[src/rtl/wdt_pkg.sv]
package wdt_pkg;
  typedef enum logic [1:0] {
    WDT_SHORT  = 2'b00,
    WDT_MIDDLE = 2'b01,
    WDT_LONG   = 2'b10,
    WDT_OFF    = 2'b11
  } wdt_period_e;
endpackage

[src/rtl/wdt_edge_sync.sv]
module wdt_edge_sync #(
  parameter int SYNC_STAGES = 2
) (
  input  logic clk_i,
  input  logic rst_n_i,
  input  logic async_i,
  output logic fall_o
);
  logic [SYNC_STAGES-1:0] sync_q, sync_d;
  logic prev_q, prev_d;
  logic fall_q, fall_d;

  always_comb begin
    sync_d = {sync_q[SYNC_STAGES-2:0], async_i};
    prev_d = sync_q[SYNC_STAGES-1];
    fall_d = prev_q & ~sync_q[SYNC_STAGES-1];
  end

  always_ff @(posedge clk_i or negedge rst_n_i) begin
    if (!rst_n_i) begin
      sync_q <= '1;
      prev_q <= 1'b1;
      fall_q <= 1'b0;
    end else begin
      sync_q <= sync_d;
      prev_q <= prev_d;
      fall_q <= fall_d;
    end
  end

  assign fall_o = fall_q;

  // a single edge yields one pulse, never two in a row
  assert_single_pulse_R2: assert property (@(posedge clk_i) disable iff (!rst_n_i)
    fall_o |=> !fall_o);
endmodule

[src/rtl/wdt_tick_gen.sv]
module wdt_tick_gen #(
  parameter int PRESCALE = 50000
) (
  input  logic clk_i,
  input  logic rst_n_i,
  input  logic run_i,
  input  logic clr_i,
  output logic tick_o
);
  localparam int PW = $clog2(PRESCALE + 1);
  localparam logic [PW-1:0] PRE_LAST = PW'(PRESCALE - 1);

  logic [PW-1:0] pre_q, pre_d;
  logic          pre_en;
  logic          wrap;

  always_comb begin
    wrap   = (pre_q == PRE_LAST);
    pre_en = clr_i | run_i;
    if (clr_i)     pre_d = '0;
    else if (wrap) pre_d = '0;
    else           pre_d = pre_q + 1'b1;
  end

  always_ff @(posedge clk_i or negedge rst_n_i) begin
    if (!rst_n_i)    pre_q <= '0;
    else if (pre_en) pre_q <= pre_d;
  end

  assign tick_o = run_i & ~clr_i & wrap;

  // the prescaler does not move while frozen
  assert_pre_frozen_R7: assert property (@(posedge clk_i) disable iff (!rst_n_i)
    (!run_i && !clr_i) |=> $stable(pre_q));
endmodule

[src/rtl/wdt_count.sv]
module wdt_count
  import wdt_pkg::*;
#(
  parameter int P0_TICKS = 150,
  parameter int P1_TICKS = 400,
  parameter int P2_TICKS = 800
) (
  input  logic       clk_i,
  input  logic       rst_n_i,
  input  logic       tick_i,
  input  logic       kick_i,
  input  logic [1:0] period_sel_i,
  output logic       restart_o,
  output logic       wdo_n_o
);
  localparam int MAXP = (P0_TICKS > P1_TICKS) ?
                        ((P0_TICKS > P2_TICKS) ? P0_TICKS : P2_TICKS) :
                        ((P1_TICKS > P2_TICKS) ? P1_TICKS : P2_TICKS);
  localparam int CW = $clog2(MAXP + 1);
  localparam logic [CW-1:0] L0 = CW'(P0_TICKS - 1);
  localparam logic [CW-1:0] L1 = CW'(P1_TICKS - 1);
  localparam logic [CW-1:0] L2 = CW'(P2_TICKS - 1);

  wdt_period_e   sel;
  logic [1:0]    sel_q;
  logic          sel_chg;
  logic          off;
  logic [CW-1:0] last;
  logic [CW-1:0] cnt_q, cnt_d;
  logic          wdo_q, wdo_d;
  logic          cnt_en;

  always_comb begin
    sel     = wdt_period_e'(period_sel_i);
    sel_chg = (period_sel_i != sel_q);
    off     = (sel == WDT_OFF);
    unique case (sel)
      WDT_SHORT:  last = L0;
      WDT_MIDDLE: last = L1;
      WDT_LONG:   last = L2;
      default:    last = '0;
    endcase
  end

  assign restart_o = kick_i | sel_chg | off;

  always_comb begin
    cnt_d  = cnt_q;
    wdo_d  = wdo_q;
    cnt_en = restart_o | (tick_i & wdo_q);
    if (restart_o) begin
      cnt_d = '0;
      wdo_d = 1'b1;
    end else if (tick_i && wdo_q) begin
      if (cnt_q == last) begin
        cnt_d = '0;
        wdo_d = 1'b0;
      end else begin
        cnt_d = cnt_q + 1'b1;
      end
    end
  end

  always_ff @(posedge clk_i or negedge rst_n_i) begin
    if (!rst_n_i) begin
      cnt_q <= '0;
      wdo_q <= 1'b1;
    end else if (cnt_en) begin
      cnt_q <= cnt_d;
      wdo_q <= wdo_d;
    end
  end

  always_ff @(posedge clk_i or negedge rst_n_i) begin
    if (!rst_n_i) sel_q <= 2'b00;
    else          sel_q <= period_sel_i;
  end

  assign wdo_n_o = wdo_q;

  // a service edge releases the output on the next cycle
  assert_kick_release_R6: assert property (@(posedge clk_i) disable iff (!rst_n_i)
    kick_i |=> wdo_n_o);
  // the off code keeps the output released
  assert_off_released_R5: assert property (@(posedge clk_i) disable iff (!rst_n_i)
    (period_sel_i == 2'b11) |=> wdo_n_o);
  // a new period code releases the output
  assert_selchg_release_R8: assert property (@(posedge clk_i) disable iff (!rst_n_i)
    (period_sel_i != $past(period_sel_i)) |-> ##1 wdo_n_o);
  // the output only falls after a timebase tick
  assert_fall_on_tick_R3: assert property (@(posedge clk_i) disable iff (!rst_n_i)
    $fell(wdo_n_o) |-> $past(tick_i));
endmodule

[src/rtl/wdt_cs_monitor.sv]
module wdt_cs_monitor #(
  parameter int PRESCALE    = 50000,
  parameter int P0_TICKS    = 150,
  parameter int P1_TICKS    = 400,
  parameter int P2_TICKS    = 800,
  parameter int SYNC_STAGES = 2
) (
  input  logic       clk_i,
  input  logic       rst_n_i,
  input  logic       cs_n_i,
  input  logic [1:0] period_sel_i,
  input  logic       backup_i,
  output logic       wdo_n_o
);
  logic kick;
  logic tick;
  logic restart;

  wdt_edge_sync #(.SYNC_STAGES(SYNC_STAGES)) u_sync (
    .clk_i   (clk_i),
    .rst_n_i (rst_n_i),
    .async_i (cs_n_i),
    .fall_o  (kick)
  );

  wdt_tick_gen #(.PRESCALE(PRESCALE)) u_tick (
    .clk_i   (clk_i),
    .rst_n_i (rst_n_i),
    .run_i   (~backup_i),
    .clr_i   (restart),
    .tick_o  (tick)
  );

  wdt_count #(
    .P0_TICKS(P0_TICKS),
    .P1_TICKS(P1_TICKS),
    .P2_TICKS(P2_TICKS)
  ) u_count (
    .clk_i        (clk_i),
    .rst_n_i      (rst_n_i),
    .tick_i       (tick),
    .kick_i       (kick),
    .period_sel_i (period_sel_i),
    .restart_o    (restart),
    .wdo_n_o      (wdo_n_o)
  );

  // in backup with no restart, the output holds
  assert_backup_hold_R7: assert property (@(posedge clk_i) disable iff (!rst_n_i)
    (backup_i && !restart) |=> $stable(wdo_n_o));
endmodule

[config.mk]
export PLATFORM = sky130hd
export DESIGN_NAME = wdt_cs_monitor
export DESIGN_NICKNAME = d
export VERILOG_FILES = /design/src/rtl/wdt_pkg.sv /design/src/rtl/wdt_edge_sync.sv /design/src/rtl/wdt_tick_gen.sv /design/src/rtl/wdt_count.sv /design/src/rtl/wdt_cs_monitor.sv
export SDC_FILE = /design/constraint.sdc
export NUM_CORES = 1
export LEC_CHECK = 0
export BUFFER_PORTS_ARGS = -buffer_cell sky130_fd_sc_hd__buf_2
export CAP_MARGIN = 25
export CORE_UTILIZATION = 45
export DETAILED_ROUTE_END_ITERATION = 6
export HOLD_SLACK_MARGIN = 0.06
export PLACE_DENSITY_LB_ADDON = 0.1
export SLEW_MARGIN = 20
export SYNTH_ARGS = -nofsm -noshare
export SYNTH_HDL_FRONTEND = slang
export SYNTH_SLANG_ARGS = --single-unit
[constraint.sdc]
create_clock -name clk_i -period 6.8 [get_ports clk_i]
set_clock_uncertainty 0.2 [all_clocks]
set_input_delay 1.02 -clock clk_i [delete_from_list [all_inputs] [get_ports clk_i]]
set_output_delay 1.02 -clock clk_i [all_outputs]
set_load 0.02 [all_outputs]
Word level (Yosys, flattened, before mapping)
Index checks and enable logic that the tools add are counted.
{ "classes": {"n_eq_ne": 6, "n_reduce_logical": 6, "add_sub_neg": 2, "muxes": 9, "bitwise_logic": 11} }
{ "ops": {"columns": ["cell", "count"], "rows": [
  ["16-bit 2-to-1 mux", 2],
  ["10-bit 2-to-1 mux", 3],
  ["10-bit one-hot mux with 3 select lines", 1],
  ["16-bit by 1-bit adder with 16-bit output, second input constant", 1],
  ["16-bit equality test, second input constant", 1],
  ["10-bit by 1-bit adder with 10-bit output, second input constant", 1],
  ["10-bit equality test", 1],
  ["1-bit bitwise AND", 4],
  ["2-bit equality test, second input constant", 2],
  ["1-bit OR", 4],
  ["2-bit nonzero test", 2],
  ["1-bit 2-to-1 mux", 3],
  ["1-bit NOT", 3],
  ["3-bit AND reduction", 1],
  ["2-bit by 1-bit equality test with 1-bit output, second input constant", 1],
  ["2-bit zero test", 1],
  ["2-bit inequality test", 1],
  ["2-bit AND reduction", 1],
  ["1-bit logical AND", 1]
]} }
{ "totals": {"register_bits": 33, "input_bits": 6, "out_inout_bits": 1, "wordCells": 41} }

Longest topological paths before layout
{ "logic_depth": {"ltp_word": 9, "mapped_depth": 8, "depth_no_buf": 7} }

Hierarchy
From an unflattened synthesis, not the netlist that was laid out.
{ "unflattened": {"hier_cells": 192, "area_unflattened_um2": 1925.6} }
{ "by_module_without_submodules": {"columns": ["module", "cells_each", "seq_area_each_um2", "n_inst", "area_each_um2"], "rows": [
  ["wdt_tick_gen", 103, 400.4, 1, 977.2],
  ["wdt_count", 83, 326.6, 1, 827.0],
  ["wdt_edge_sync", 5, 103.8, 1, 117.6],
  ["wdt_cs_monitor", 1, 0.0, 1, 3.8]
]} }

Least setup slack after synthesis
Ideal clock, no wire load.
{ "synth_path": {"path_kind": "input port to flip-flop", "from": "input period_sel_i[0]", "to": "register u_count.cnt_q[4]", "required_ns": 6.479, "setup_slack_ns": 3.701, "n_path_buf": 1, "stages": 8, "setup_time_ns": 0.121, "t_arrival_ns": 2.778, "cell_sequence": "inv_1 -> ha_1 -> xor2_1 -> or4_1 -> or3_1 -> buf_2 -> a31o_1 -> a22o_1"} }
{ "synth_between": {"elab_chain_len": 9, "elab_cells_between_ends": 20, "classes_between": "eq/ne: 5; mux: 4; bitwise: 7; reduce/logical: 4"} }
{ "synth_lines": {"columns": ["element", "line_no", "text"], "rows": [
  ["from (decl)", "wdt_cs_monitor.sv:11", "input logic [1:0] period_sel_i,"],
  ["2-bit inequality test", "wdt_count.sv:35", "sel_chg = (period_sel_i != sel_q);"],
  ["1-bit OR (2 in series)", "wdt_count.sv:45", "assign restart_o = kick_i | sel_chg | off;"],
  ["1-bit NOT", "wdt_tick_gen.sv:30", "assign tick_o = run_i & ~clr_i & wrap;"],
  ["1-bit bitwise AND (2 in series)", "wdt_tick_gen.sv:30", null],
  ["1-bit bitwise AND or 1-bit logical AND (tied branches)", "wdt_count.sv:50, wdt_count.sv:54", null],
  ["1-bit OR or 2-bit nonzero test (tied branches)", null, null],
  ["2-bit AND reduction (no line)", null, null],
  ["to (signal assigned)", "wdt_count.sv:69", "cnt_q <= cnt_d;"],
  ["to (decl)", "wdt_count.sv:29", "logic [CW-1:0] cnt_q, cnt_d;"]
]} }
Several ways; a longest one is shown, not always the timed one. The select of a mux whose other input is x is not followed.
A chain may end at the register's enable or synchronous reset.

Final worst setup path
{ "layout_path": {"from": "input period_sel_i[0]", "to": "register u_count.cnt_q[2]"} }
The elaborated chain is that of the path after synthesis.

==> metrics.txt <==
Max FO, Critical Path 6; Peak VDD IR 0.139 mV; most frequent cells after synthesis 29 x dfrtp_1, 16 x nand3_1, 14 x nand2_1; Crit path required time 6.78 ns; Yosys top cell by area dfrtp_1; post-synthesis mux area share 0.0164; worst skew pair latency a little under 0.3 ns; hold_ws between 0.15 and 0.2 ns; Rows 22; final setup fails 0; Worst-path clk slew ~0.07 ns; Clock Sinks 33; Final Total Pwr 0.422 mW; CP Cell Sequence buf_2 > inv_1 > ha_1 > xor2_1 > or4_1 > o31ai_1 > o22ai_1 > a22o_1; Simple-Gate Fraction of Synth Area 0.245; main area contributors after synthesis dfrtp_1 40%, dfstp_2 5.7%, nand3_1 4.4%, ha_1 4.1%, a21oi_1 3.6%; Boundary Pins 7; unrepaired setup endpoints after global routing no; via count 1442; Clock Tree Buf Depth 2; TritonCTS clock tree yes; Post-Syn Nets 200; CTS Buf Count 5; area grow syn2layout 9.10%; chip width roughly 66 um; antenna violations before repair 0; final wirelength approximately 4 mm; Max Cap Viol 0; Syn Inst Count between 150 and 200; Setup Slack @ Placement between 3 and 4 ns; Vias/cell roughly 5.9; count leader, synth dfrtp_1; Port Buffers 6; crit end category register; PD cells roughly 210 mW/mm2; Max H-tree Level 2; largest net degree at the start of global routing 34; first-pass GRT wire length roughly 6.8 mm; vias in the first global route roughly 1.5k; register bit count reported by yosys 33; FFs w/ async S/R, synth 1.00; height of the die approximately 66 um; outcome finished clean; Synth Area in Compound Gates 0.171; number of remaining DRC errors 0; ant diodes 0; # fillers approximately 340; largest family of logic cells by synthesized area simple AND/OR/NAND/NOR gates; leakage power 0.819 nW; Slew Limit Fails 0; Worst Setup Path Type in -> reg; synthesized area 0.00183 mm2; fmax approximately 0.31 GHz; die area 0.00432 mm2; DR pass1 iterations 4; Worst path slowest cell o31ai_1; Synth Flop Type dfrtp_1; Gates resized, CTS repair 0; Post-DP HPWL about 2.7 mm; Starting Density 0.485; Critical Path Max Stage Delay just over 0.6 ns; Synth Area in Adders 0.0411; Hold Crit Class reg -> reg; layout cells sized above 1 0.112; YS warnings 0; Placer Congestion slightly below 0.8; Synth Area in XOR/XNOR 0.0335; final worst slack ~3.6 ns; Slew Limit Headroom 0.508; EDFF count, synth 0; Final nets just over 200; startpoint types input pin; Tmin final 3.19 ns; total gr overflow 0; Antenna Nets Post-Route 0; Setup Buffers After CTS 0; drt initial violations roughly 110; WL/cell between 15 and 20 um; WP data arrival 3.17 ns; root buffer cell clkbuf_8; Cell variety after synth 46; post-route setup TNS 0 ns; Syn Area/Cell slightly below 10 um2; post-synth top area share 0.397; All-Layer GR Usage 0.210; Final Hold Violating Endpoints 0; Tightest Pin Transition about 0.74 ns; sequential fraction of the synthesis area 0.454; hold_buf cts 0; core area between 0.003 and 0.004 mm2; Tcrit/Tclk final 0.469
==> path summary, 6_finish.rpt <==
check / endpoint / depth (start not counted) / slack [ns] / startpoint
setup / recovery: u_count.cnt_q[2] / 8 / 3.61 / period_sel_i[0]
hold / removal: u_sync.sync_q[1] / 0 / 0.16 / u_sync.sync_q[0]
setup reg to reg: u_count.cnt_q[5] / 5 / 4.35 / u_tick.pre_q[9]
hold reg to reg: u_sync.sync_q[1] / 0 / 0.16 / u_sync.sync_q[0]
max in group asynchronous: u_tick.pre_q[6] / 1 / 5.34 / rst_n_i
min in group asynchronous: u_count.cnt_q[7] / 1 / 0.59 / rst_n_i
==> state kept, by name (all words and copies together), names as in the netlist <==
register	count
u_tick.pre_q	16
u_sync.fall_o	1
u_sync.sync_q	2
u_count.wdo_n_o	1
u_count.cnt_q	10
u_count.sel_q	2
u_sync.prev_q	1
==> where the power goes <==
part	internal (mW)	switching, mW	leakage [nW]
clock	0.120	0.0744	0.0585
combinational	0.00912	0.0184	0.319
sequential	0.199	0.00100	0.441
==> per-stage QoR <==
step / cell area [um2] / instances / util
floorplan: 1830 / 188 / -
global placement: 1870 / 235 / 0.496
detailed placement: 1870 / 235 / 0.496
CTS: 1990 / 243 / 0.527
global route: 1990 / 244 / 0.529
finish: 1990 / 244 / 0.529
==> layout by cell type, fill, tap and decap left out, drive strengths merged, types with 6 or more instances in the layout <==
master / synthesis / routed
ha: 6 / 6
buf: 5 / 7
clkbuf: 2 / 7
a21oi: 13 / 13
nand2: 14 / 14
nor2: 9 / 9
and3: 9 / 9
o21ai: 8 / 8
nand3: 17 / 17
dfrtp: 29 / 29
inv: 6 / 6
==> routing by layer <==
metal  vias up  global-route usage  part of all wire  wire length, um
met2        28               0.369              0.49             1940
met4         0              0.0870             0.016               64
met1       692               0.248              0.46             1810
met3         8              0.0365             0.031              123
met5         -                   0                 0                0
li1        714                   -                 -                -
==> cells by family after synthesis <==
kind of cell,count (synthesis)
AND/OR/NAND/NOR,79
buffers and inverters,13
flip-flops,33
multiplexers,3
AO/OA/AOI/OAI,47
XOR/XNOR,7
adder cells (fa/ha/maj),6
==> worst max-delay path, delay by kind of cell <==
family          cells  cell delay, ns
simple gates        1            0.49
buf+inv             2            0.23
compound gates      3            1.05
fa+ha+maj           1            0.22
xor+xnor            1            0.16
==> final cells by class <==
type | count | area [um2] | share of cell area
Clock buffer | 7 | 86.3 | 0.0433
Clock inverter | 1 | 30.0 | 0.0151
Inverter | 6 | 22.5 | 0.0113
Multi-Input combinational cell | 142 | 927 | 0.465
Sequential cell | 33 | 831 | 0.417
Tap cell | 48 | 60.1 | 0.0301
Timing Repair Buffer | 7 | 37.5 | 0.0188
Note: power is estimated with default switching activity, not from simulation.
